[src/rtl/xh_pkg.sv]
package xh_pkg;

  typedef enum logic [2:0] {
    ST_IDLE,
    ST_REQ,
    ST_XOWN,
    ST_ROWN,
    ST_RET
  } own_st_t;

  typedef enum logic [2:0] {
    DRV_OFF,
    DRV_XFER,
    DRV_WAIT,
    DRV_RDAT,
    DRV_NULL
  } drv_sel_t;

endpackage

[src/rtl/xh_req_ctl.sv]
module xh_req_ctl #(
  parameter int GAP_CYC = 4
) (
  input  logic clk,
  input  logic rst,
  input  logic start_req_i,
  input  logic grant_x_i,
  output logic ext_rqst_n_o,
  output logic gap_ok_o
);

  localparam int CNT_W = $clog2(GAP_CYC + 2);
  localparam logic [CNT_W-1:0] GAP_LOAD = CNT_W'(GAP_CYC);

  logic [CNT_W-1:0] gap_cnt;
  logic             rqst_n_q;

  always_ff @(posedge clk) begin
    if (rst) begin
      rqst_n_q <= 1'b1;
      gap_cnt  <= '0;
    end else if (grant_x_i) begin
      rqst_n_q <= 1'b1;
      gap_cnt  <= GAP_LOAD;
    end else begin
      if (start_req_i) rqst_n_q <= 1'b0;
      if (gap_cnt != '0) gap_cnt <= gap_cnt - 1'b1;
    end
  end

  assign ext_rqst_n_o = rqst_n_q;
  assign gap_ok_o     = (gap_cnt == '0);

  // once out, the request holds until a grant is taken
  p_hold_req_r2: assert property (@(posedge clk) disable iff (rst)
    (!ext_rqst_n_o && !grant_x_i) |=> !ext_rqst_n_o);

  // grant drops the request on the next edge
  p_drop_on_grant_r3: assert property (@(posedge clk) disable iff (rst)
    grant_x_i |=> ext_rqst_n_o);

  generate
    if (GAP_CYC > 0) begin : g_gap_chk
      // request line is never re-asserted right after release
      p_quiet_after_grant_r4: assert property (@(posedge clk) disable iff (rst)
        $rose(ext_rqst_n_o) |=> ext_rqst_n_o);
    end
  endgenerate

endmodule

[src/rtl/xh_own_fsm.sv]
module xh_own_fsm
  import xh_pkg::*;
(
  input  logic     clk,
  input  logic     rst,
  input  logic     release_n_i,
  input  logic     xreq_i,
  input  logic     x_done_i,
  input  logic     rd_vld_i,
  input  logic     rd_last_i,
  input  logic     gap_ok_i,
  output logic     start_req_o,
  output logic     grant_x_o,
  output drv_sel_t sel_nxt_o,
  output logic     own_o
);

  own_st_t st, st_nxt;
  logic    rel;

  assign rel = !release_n_i;

  always_comb begin
    st_nxt      = st;
    start_req_o = 1'b0;
    grant_x_o   = 1'b0;
    sel_nxt_o   = DRV_OFF;
    unique case (st)
      ST_IDLE: begin
        if (rel) begin
          st_nxt    = ST_ROWN;
          sel_nxt_o = DRV_WAIT;
        end else if (xreq_i && gap_ok_i) begin
          st_nxt      = ST_REQ;
          start_req_o = 1'b1;
        end
      end
      ST_REQ: begin
        if (rel) begin
          st_nxt    = ST_XOWN;
          grant_x_o = 1'b1;
          sel_nxt_o = DRV_XFER;
        end
      end
      ST_XOWN: begin
        if (x_done_i) begin
          st_nxt    = ST_RET;
          sel_nxt_o = DRV_NULL;
        end else begin
          sel_nxt_o = DRV_XFER;
        end
      end
      ST_ROWN: begin
        if (rd_vld_i) begin
          sel_nxt_o = DRV_RDAT;
          if (rd_last_i) st_nxt = ST_RET;
        end else begin
          sel_nxt_o = DRV_WAIT;
        end
      end
      ST_RET: begin
        st_nxt = ST_IDLE;
      end
      default: st_nxt = ST_IDLE;
    endcase
  end

  always_ff @(posedge clk) begin
    if (rst) st <= ST_IDLE;
    else     st <= st_nxt;
  end

  assign own_o = (st == ST_XOWN);

  // a release pulse cannot end independent ownership
  p_xown_stays_r9: assert property (@(posedge clk) disable iff (rst)
    (st == ST_XOWN && !x_done_i) |=> (st == ST_XOWN));

  // read ownership is left only through a last data word
  p_rown_stays_r9: assert property (@(posedge clk) disable iff (rst)
    (st == ST_ROWN && !(rd_vld_i && rd_last_i)) |=> (st == ST_ROWN));

  // a request is only launched from idle with no release present
  p_start_clean_r10: assert property (@(posedge clk) disable iff (rst)
    start_req_o |-> (release_n_i && st == ST_IDLE));

endmodule

[src/rtl/xh_bus_drv.sv]
module xh_bus_drv
  import xh_pkg::*;
#(
  parameter int              AD_W      = 64,
  parameter int              CMD_W     = 9,
  parameter logic [CMD_W-1:0] NULL_CODE = 9'h1F0
) (
  input  logic             clk,
  input  logic             rst,
  input  drv_sel_t         sel_i,
  input  logic [AD_W-1:0]  x_ad_i,
  input  logic [CMD_W-1:0] x_cmd_i,
  input  logic [AD_W-1:0]  rd_ad_i,
  input  logic [CMD_W-1:0] rd_cmd_i,
  output logic [AD_W-1:0]  sys_ad_o,
  output logic [CMD_W-1:0] sys_cmd_o,
  output logic             bus_oe_o,
  output logic             valid_in_n_o
);

  logic [AD_W-1:0]  ad_d;
  logic [CMD_W-1:0] cmd_d;
  logic             oe_d, vin_n_d;

  always_comb begin
    ad_d    = '0;
    cmd_d   = '0;
    oe_d    = 1'b0;
    vin_n_d = 1'b1;
    unique case (sel_i)
      DRV_XFER: begin
        ad_d  = x_ad_i;
        cmd_d = x_cmd_i;
        oe_d  = 1'b1;
      end
      DRV_WAIT: oe_d = 1'b1;
      DRV_RDAT: begin
        ad_d    = rd_ad_i;
        cmd_d   = rd_cmd_i;
        oe_d    = 1'b1;
        vin_n_d = 1'b0;
      end
      DRV_NULL: begin
        cmd_d   = NULL_CODE;
        oe_d    = 1'b1;
        vin_n_d = 1'b0;
      end
      default: ;
    endcase
  end

  always_ff @(posedge clk) begin
    if (rst) begin
      sys_ad_o     <= '0;
      sys_cmd_o    <= '0;
      bus_oe_o     <= 1'b0;
      valid_in_n_o <= 1'b1;
    end else begin
      sys_ad_o     <= ad_d;
      sys_cmd_o    <= cmd_d;
      bus_oe_o     <= oe_d;
      valid_in_n_o <= vin_n_d;
    end
  end

  // the valid strobe is only driven on an owned bus
  p_vin_needs_oe_r6: assert property (@(posedge clk) disable iff (rst)
    !valid_in_n_o |-> bus_oe_o);

  // the hand-back cycle is followed by a floated bus
  p_null_then_off_r6: assert property (@(posedge clk) disable iff (rst)
    (!valid_in_n_o && sys_cmd_o == NULL_CODE) |=> (!bus_oe_o && valid_in_n_o));

endmodule

[src/rtl/ext_bus_handover.sv]
module ext_bus_handover
  import xh_pkg::*;
#(
  parameter int               AD_W      = 64,
  parameter int               CMD_W     = 9,
  parameter int               GAP_CYC   = 4,
  parameter logic [CMD_W-1:0] NULL_CODE = 9'h1F0
) (
  input  logic             clk,
  input  logic             rst,
  input  logic             xreq_i,
  input  logic [AD_W-1:0]  x_ad_i,
  input  logic [CMD_W-1:0] x_cmd_i,
  input  logic             x_done_i,
  output logic             own_o,
  input  logic             rd_vld_i,
  input  logic             rd_last_i,
  input  logic [AD_W-1:0]  rd_ad_i,
  input  logic [CMD_W-1:0] rd_cmd_i,
  input  logic             release_n_i,
  output logic             ext_rqst_n_o,
  output logic             valid_in_n_o,
  output logic [AD_W-1:0]  sys_ad_o,
  output logic [CMD_W-1:0] sys_cmd_o,
  output logic             bus_oe_o
);

  logic     start_req, grant_x, gap_ok;
  drv_sel_t sel_nxt;

  xh_req_ctl #(.GAP_CYC(GAP_CYC)) u_req (
    .clk          (clk),
    .rst          (rst),
    .start_req_i  (start_req),
    .grant_x_i    (grant_x),
    .ext_rqst_n_o (ext_rqst_n_o),
    .gap_ok_o     (gap_ok)
  );

  xh_own_fsm u_fsm (
    .clk         (clk),
    .rst         (rst),
    .release_n_i (release_n_i),
    .xreq_i      (xreq_i),
    .x_done_i    (x_done_i),
    .rd_vld_i    (rd_vld_i),
    .rd_last_i   (rd_last_i),
    .gap_ok_i    (gap_ok),
    .start_req_o (start_req),
    .grant_x_o   (grant_x),
    .sel_nxt_o   (sel_nxt),
    .own_o       (own_o)
  );

  xh_bus_drv #(
    .AD_W      (AD_W),
    .CMD_W     (CMD_W),
    .NULL_CODE (NULL_CODE)
  ) u_drv (
    .clk          (clk),
    .rst          (rst),
    .sel_i        (sel_nxt),
    .x_ad_i       (x_ad_i),
    .x_cmd_i      (x_cmd_i),
    .rd_ad_i      (rd_ad_i),
    .rd_cmd_i     (rd_cmd_i),
    .sys_ad_o     (sys_ad_o),
    .sys_cmd_o    (sys_cmd_o),
    .bus_oe_o     (bus_oe_o),
    .valid_in_n_o (valid_in_n_o)
  );

  // never request while the buses are being driven
  p_no_req_while_drive_r9: assert property (@(posedge clk) disable iff (rst)
    bus_oe_o |-> ext_rqst_n_o);

  // independent ownership always comes with a driven bus
  p_own_drives_r3: assert property (@(posedge clk) disable iff (rst)
    own_o |-> (bus_oe_o && valid_in_n_o));

  // outputs are in their quiet state in the cycle after reset
  p_reset_quiet_r1: assert property (@(posedge clk)
    $past(rst) |-> (ext_rqst_n_o && valid_in_n_o && !bus_oe_o && !own_o));

endmodule

[config.mk]
export PLATFORM = sky130hd
export DESIGN_NAME = ext_bus_handover
export DESIGN_NICKNAME = d
export VERILOG_FILES = /design/src/rtl/xh_pkg.sv /design/src/rtl/xh_req_ctl.sv /design/src/rtl/xh_own_fsm.sv /design/src/rtl/xh_bus_drv.sv /design/src/rtl/ext_bus_handover.sv
export SDC_FILE = /design/constraint.sdc
export NUM_CORES = 1
export LEC_CHECK = 0
export BUFFER_PORTS_ARGS = -buffer_cell sky130_fd_sc_hd__buf_4
export CAP_MARGIN = 20
export CORE_ASPECT_RATIO = 0.9
export CORE_MARGIN = 5
export CORE_UTILIZATION = 44
export CTS_CLUSTER_SIZE = 20
export DETAILED_ROUTE_END_ITERATION = 10
export PLACE_DENSITY = 0.86
export SETUP_SLACK_MARGIN = 0.3
export SKIP_LAST_GASP = 1
export SLEW_MARGIN = 15
export SYNTH_ARGS = -nofsm -noshare
export SYNTH_HDL_FRONTEND = slang
export SYNTH_SLANG_ARGS = --single-unit
export TNS_END_PERCENT = 50
[constraint.sdc]
create_clock -name clk -period 2.5 [get_ports clk]
set_input_delay 0.5 -clock clk [delete_from_list [all_inputs] [get_ports clk]]
set_output_delay 0.5 -clock clk [all_outputs]
set_load 0.005 [all_outputs]
# After elaboration in Yosys (flattened, before gate mapping)
# Index checks and enable logic that the tools add are counted.
classes:
  add_sub_neg: 1
  n_eq_ne: 12
  n_mux: 23
  n_reduce_logical: 9
ops:
  columns: ["cell", "n"]
  rows:
  - ["one-hot mux 64 bit (2 select lines)", 1]
  - ["2-to-1 mux 3 bit", 9]
  - ["one-hot mux 9 bit (3 select lines)", 1]
  - ["one-hot mux 3 bit (4 select lines)", 2]
  - ["equality test 3 x 2 -> 1 bit (second input constant)", 4]
  - ["2-to-1 mux 1 bit", 9]
  - ["inequality test 2 bit (second input constant)", 4]
  - ["equality test 3 x 1 -> 1 bit (second input constant)", 2]
  - ["zero test 3 bit", 2]
  - ["AND reduction 5 bit", 1]
  - ["OR reduction 2 bit", 2]
  - ["OR reduction 4 bit", 1]
  - ["equality test 3 bit (second input constant)", 1]
  - ["inequality test 3 x 2 -> 1 bit (second input constant)", 1]
  - ["nonzero test 3 bit", 1]
  - ["subtractor 3 x 1 -> 3 bit (second input constant)", 1]
  - ["2-to-1 mux 2 bit", 1]
  - ["nonzero test 2 bit", 1]
  - ["logical AND 1 bit", 1]
totals:
  ff_bits: 82
  out_inout_bits: 77
  elab_cells: 53

# Logic depth before layout (Yosys ltp)
depth:
  depth_word: 5
  ltp_mapped: 7
  mapped_depth_nobuf: 7

# Modules after synthesis
# Synthesis repeated with hierarchy kept, for this count alone.
unflattened:
  hier_cells: 296
  area_unflattened_um2: 3121.7
by_module_without_submodules:
  columns: ["mod", "instances", "cells_each", "area_each_um2", "seq_area_each_um2"]
  rows:
  - ["xh_bus_drv", 1, 245, 2707.6, 1501.4]
  - ["xh_own_fsm", 1, 30, 215.2, 60.1]
  - ["xh_req_ctl", 1, 21, 198.9, 80.1]

# Least setup slack after synthesis
# Ideal clock, no wire load.
synth_timing:
  path_kind: "input to register"
  startpoint: "input x_done_i"
  endpoint: "register u_drv.sys_ad_o[0]"
  arrival_time_ps: 1350
  setup_slack_ps: 1080
  path_stages: 5
  path_buffers: 2
  cell_sequence: "nor4b_4 -> buf_2 -> buf_2 -> o21ai_0 -> a21oi_1"
synth_between:
  elab_chain_cells: 4
synth_rtl:
  columns: ["element", "line_no", "text"]
  rows:
  - ["from (decl)", "ext_bus_handover.sv:14", "input logic x_done_i,"]
  - ["2-to-1 mux 3 bit *", "xh_own_fsm.sv:46", "if (x_done_i) begin"]
  - ["one-hot mux 3 bit (4 select lines) *", "xh_own_fsm.sv:28", "unique case (st)"]
  - ["equality test 3 x 2 -> 1 bit or equality test 3 x 1 -> 1 bit (tied branches)", "xh_bus_drv.sv:30", "unique case (sel_i)"]
  - ["one-hot mux 64 bit (2 select lines) *", "xh_bus_drv.sv:30", null]
  - ["to (signal assigned)", "xh_bus_drv.sv:54", "sys_ad_o <= '0;"]
  - ["to (signal assigned)", "xh_bus_drv.sv:59", "sys_ad_o <= ad_d;"]
  - ["to (decl)", "xh_bus_drv.sv:15", "output logic [AD_W-1:0] sys_ad_o,"]
# Every way passes the cells marked *; elsewhere a longest branch is shown, timed or not.
# A chain may end at the register's enable or synchronous reset.

# Worst setup path after layout
layout_timing:
  startpoint: "register u_fsm.st[1]"
  endpoint: "output own_o"
layout_between:
  elab_chain_cells: 1
layout_rtl:
  columns: ["element", "line_no", "text"]
  rows:
  - ["from (decl)", "xh_own_fsm.sv:18", "own_st_t st, st_nxt;"]
  - ["from (signal assigned)", "xh_own_fsm.sv:70", "else st <= st_nxt;"]
  - ["equality test 3 x 2 -> 1 bit", "xh_own_fsm.sv:73", "assign own_o = (st == ST_XOWN);"]
  - ["to (decl)", "ext_bus_handover.sv:15", "output logic own_o,"]
# No other way between the ends.

==> impl_metrics.csv <==
group,metric,value,unit
setup_path,worstPathArrival,1490,ps
setup_path,critical_path_class,"register to primary output",
final_layout,drive_gt1_frac,0.422,
die,row_count,29,
setup_path,rrSetupSlack,540,ps
timing,setup_viol,0,
synth,yosysMostFrequentCell,"dfxtp_1",
routing,dr.pass1.iters,4,
setup_path,reg2reg_to,"u_drv.sys_ad_o[35]$_SDFF_PP0_",
clock_network,post-cts-setup-buffers,0,
setup_path,slowest_delay,670,ps
global_route,grt-ovfl-total,0,
setup_path,crit_path_max_fanout,15,
synth,yosysTopAreaCellShare,0.515,
final_layout,fillers,591,
flow_run,cap_violations,0,
clock_network,htreeDepth,3,
final_layout,nNetsFinal,756,
clock_network,cts_tree,"yes",
setup_path,cpLargestDelayFamily,"flip-flops",
synth,ys_seq_elements,82,
clock_network,root_buffer,"clkbuf_8",
clock_network,clock-sinks,82,
setup_path,cp-start-kind,"register",
routing,wl_per_cell,16.2,um
setup_path,crit_path_end_kind,"primary output",
setup_path,r2r_start,"u_fsm.st[0]$_SDFFE_PP0P_",
placed_design,place.gp.congestion,0.836,
timing,hold_viol,0,
routing,wirelength,11300,um
global_route,grt_start_max_net_pins,69,
synth,yosysTopAreaCell,"dfxtp_1",
die,die_w,99.7,um
synth,async_flop_share,0,
synth,synth_edf_count,0,
synth,synth_nets,543,
setup_path,crit_slowest_cell,"dfxtp_1",
global_route,grt_usage,0.235,
final_layout,n_antenna_cell,0,
timing,layout_min_cycle_time,1990,ps
final_layout,multiInputGateArea,0.00137,mm2
timing,fmax,503,MHz
run_status,status,"complete, no violations",
timing,post-route-period-util,0.796,
die,start_util,0.453,
synth,synth_ff_type,"dfxtp_1",
timing,slew-limit-headroom,0.537,
global_route,grt_pass1_vias,3565,
synth,syn_inst,387,
timing,rsz0062_at_grt,"false",
synth,synthesis.area_per_instance,8.24,um2
hold_path,hold-path-endpoint,"u_drv.sys_ad_o[49]$_SDFF_PP0_",
setup_path,path_cells,"nand2b_1 > nor2_1 > buf_4",
final_layout,regArea,0.00164,mm2
clock_network,clkSlewWorstSetupHoldPaths,90,ps
routing,viasPerCell,5.14,
power_and_ir_drop,power_leakage,2.25,nW
clock_network,numCtsBuffers,9,
die,dieArea,0.00905,mm2
power_and_ir_drop,total_power,3.48,mW
placed_design,port_buffers,229,
synth,netlist_area,0.00319,mm2
power_and_ir_drop,powerDensity,679,mW/mm2
die,die_height,90.8,um
clock_network,cts_resized,0,
die,io_pins,230,
placed_design,dpl.hpwl,8460,um
final_layout,area_growth,60.6,%
clock_network,holdBufCountCts,0,
timing,worst_pin_slew,694,ps
setup_path,cp_num_buf_inv,1,
timing,drv_slew,0,
clock_network,cts_buffer_depth,2,
synth,yosys_warnings,0,
routing,ant_nets,0,
clock_network,worstSkewPairLatency,340,ps
hold_path,hp-start,"rd_ad_i[49]",
global_route,antenna_found_initial,0,
routing,drt_iter0_markers,94,
routing,drc,0,
timing,finalSetupTns,0,ps
hold_path,worstHoldPathType,"input port to register",
synth,ys_types,29,
setup_path,cp.required,2000,ps
power_and_ir_drop,peakVddDrop,391,uV
synth,ys_top_cells_by_count,"82 x dfxtp_1, 77 x o21ai_0, 70 x nand2_1",
hold_path,whs_path_depth,3,
routing,vias,3582,
die,core,0.00704,mm2
setup_path,rr_worst_depth,4,
timing,skew,11.0,ps
global_route,grt_pass1_wl,17200,um
synth,ys_seq_area_frac,0.515,
synth,yosys-top-cells-area,"dfxtp_1 51%, o21ai_0 12%, a21oi_1 11%, nand2_1 8.2%, a211oi_1 2.8%",
## cell type report
class,count,area share
Sequential cell,82,0.321
Multi-Input combinational cell,265,0.268
Clock inverter,5,0.0110
Inverter,7,0.00513
Clock buffer,10,0.0249
Tap cell,93,0.0227
Timing Repair Buffer,235,0.348
## where the power goes
group	total [mW]	internal [mW]	switching (mW)	leakage [nW]
Sequential	1.56	1.46	0.0982	0.666
Combinational	0.994	0.517	0.477	1.50
Clock	0.928	0.455	0.473	0.0921
Total	3.48	2.43	1.05	2.25
## flip-flops by register name, indices dropped and copies added (netlist names)
| name | count |
|---|---|
| u_req.gap_cnt | 3 |
| u_fsm.st | 3 |
| u_drv.bus_oe_o | 1 |
| u_drv.sys_cmd_o | 9 |
| u_drv.sys_ad_o | 64 |
| u_drv.valid_in_n_o | 1 |
| u_req.ext_rqst_n_o | 1 |
## logic make-up (layout without fill, tap and decap cells)
logic type / Yosys count / count (layout) / synth area share
buffers and inverters: 40 / 257 / 0.0565
and+or+nand+nor: 97 / 97 / 0.144
xor gates and xnor gates: 1 / 1 / 0.00275
DFF: 82 / 82 / 0.515
AOI/OAI and AO/OA: 164 / 164 / 0.270
adders and majority gates: 3 / 3 / 0.0118
## worst min-delay path, stage by stage
cell     delay, ps
buf_4          110
nand2_1         40
a21oi_1         50
## cells in the final DEF, fill, tap and decap left out, types with 2 or more instances in the layout
cell type  synthesis  final
buf_4              2    233
dfxtp_1           82     82
o21ai_0           77     77
nand2_1           70     70
a21oi_1           67     67
a211oi_1          12     12
clkbuf_8           0      9
inv_1              7      7
nor2_1             6      6
o21ai_1            5      5
and3_1             5      5
ha_1               3      3
nand2b_1           2      2
nor4b_4            2      2
nor3_1             2      2
and2_1             2      2
nor2b_1            2      2
clkinv_2           0      2
## per-layer routing
metal,vias up,global-route usage,routed length [um]
li1,1750,-,-
met1,1655,0.253,4180
met2,154,0.423,5810
met3,23,0.0772,1060
met4,0,0.0842,245
met5,-,0,0
## per-stage QoR
step                      hold slack, ps   util  instances  area (um2)  setup WS (ps)
after floorplan                      466      -        387        3190           1080
after global placement               465  0.700        682        4930            625
after detailed placement             509  0.700        682        4930            530
after CTS                            385  0.726        697        5110            503
after global routing                 389  0.728        697        5120            368
final                                400  0.728        697        5120            510
## worst max path at each step
stage | start | endpoint | slack, ps | cells after the start
6_report | u_fsm.st[1]$_SDFFE_PP0P_ | own_o | 510 | 3
5_1_grt | u_fsm.st[0]$_SDFFE_PP0P_ | u_drv.sys_ad_o[12]$_SDFF_PP0_ | 370 | 4
4_1_cts | u_fsm.st[0]$_SDFFE_PP0P_ | u_drv.sys_cmd_o[1]$_SDFF_PP0_ | 500 | 4
3_5_place_dp | u_fsm.st[0]$_SDFFE_PP0P_ | u_drv.sys_cmd_o[1]$_SDFF_PP0_ | 530 | 4
3_3_place_gp | u_fsm.st[0]$_SDFFE_PP0P_ | u_drv.sys_ad_o[10]$_SDFF_PP0_ | 630 | 4
2_1_floorplan | x_done_i | u_drv.sys_ad_o[0]$_SDFF_PP0_ | 1080 | 5
No activity file was read; power rests on OpenSTA's default activity.
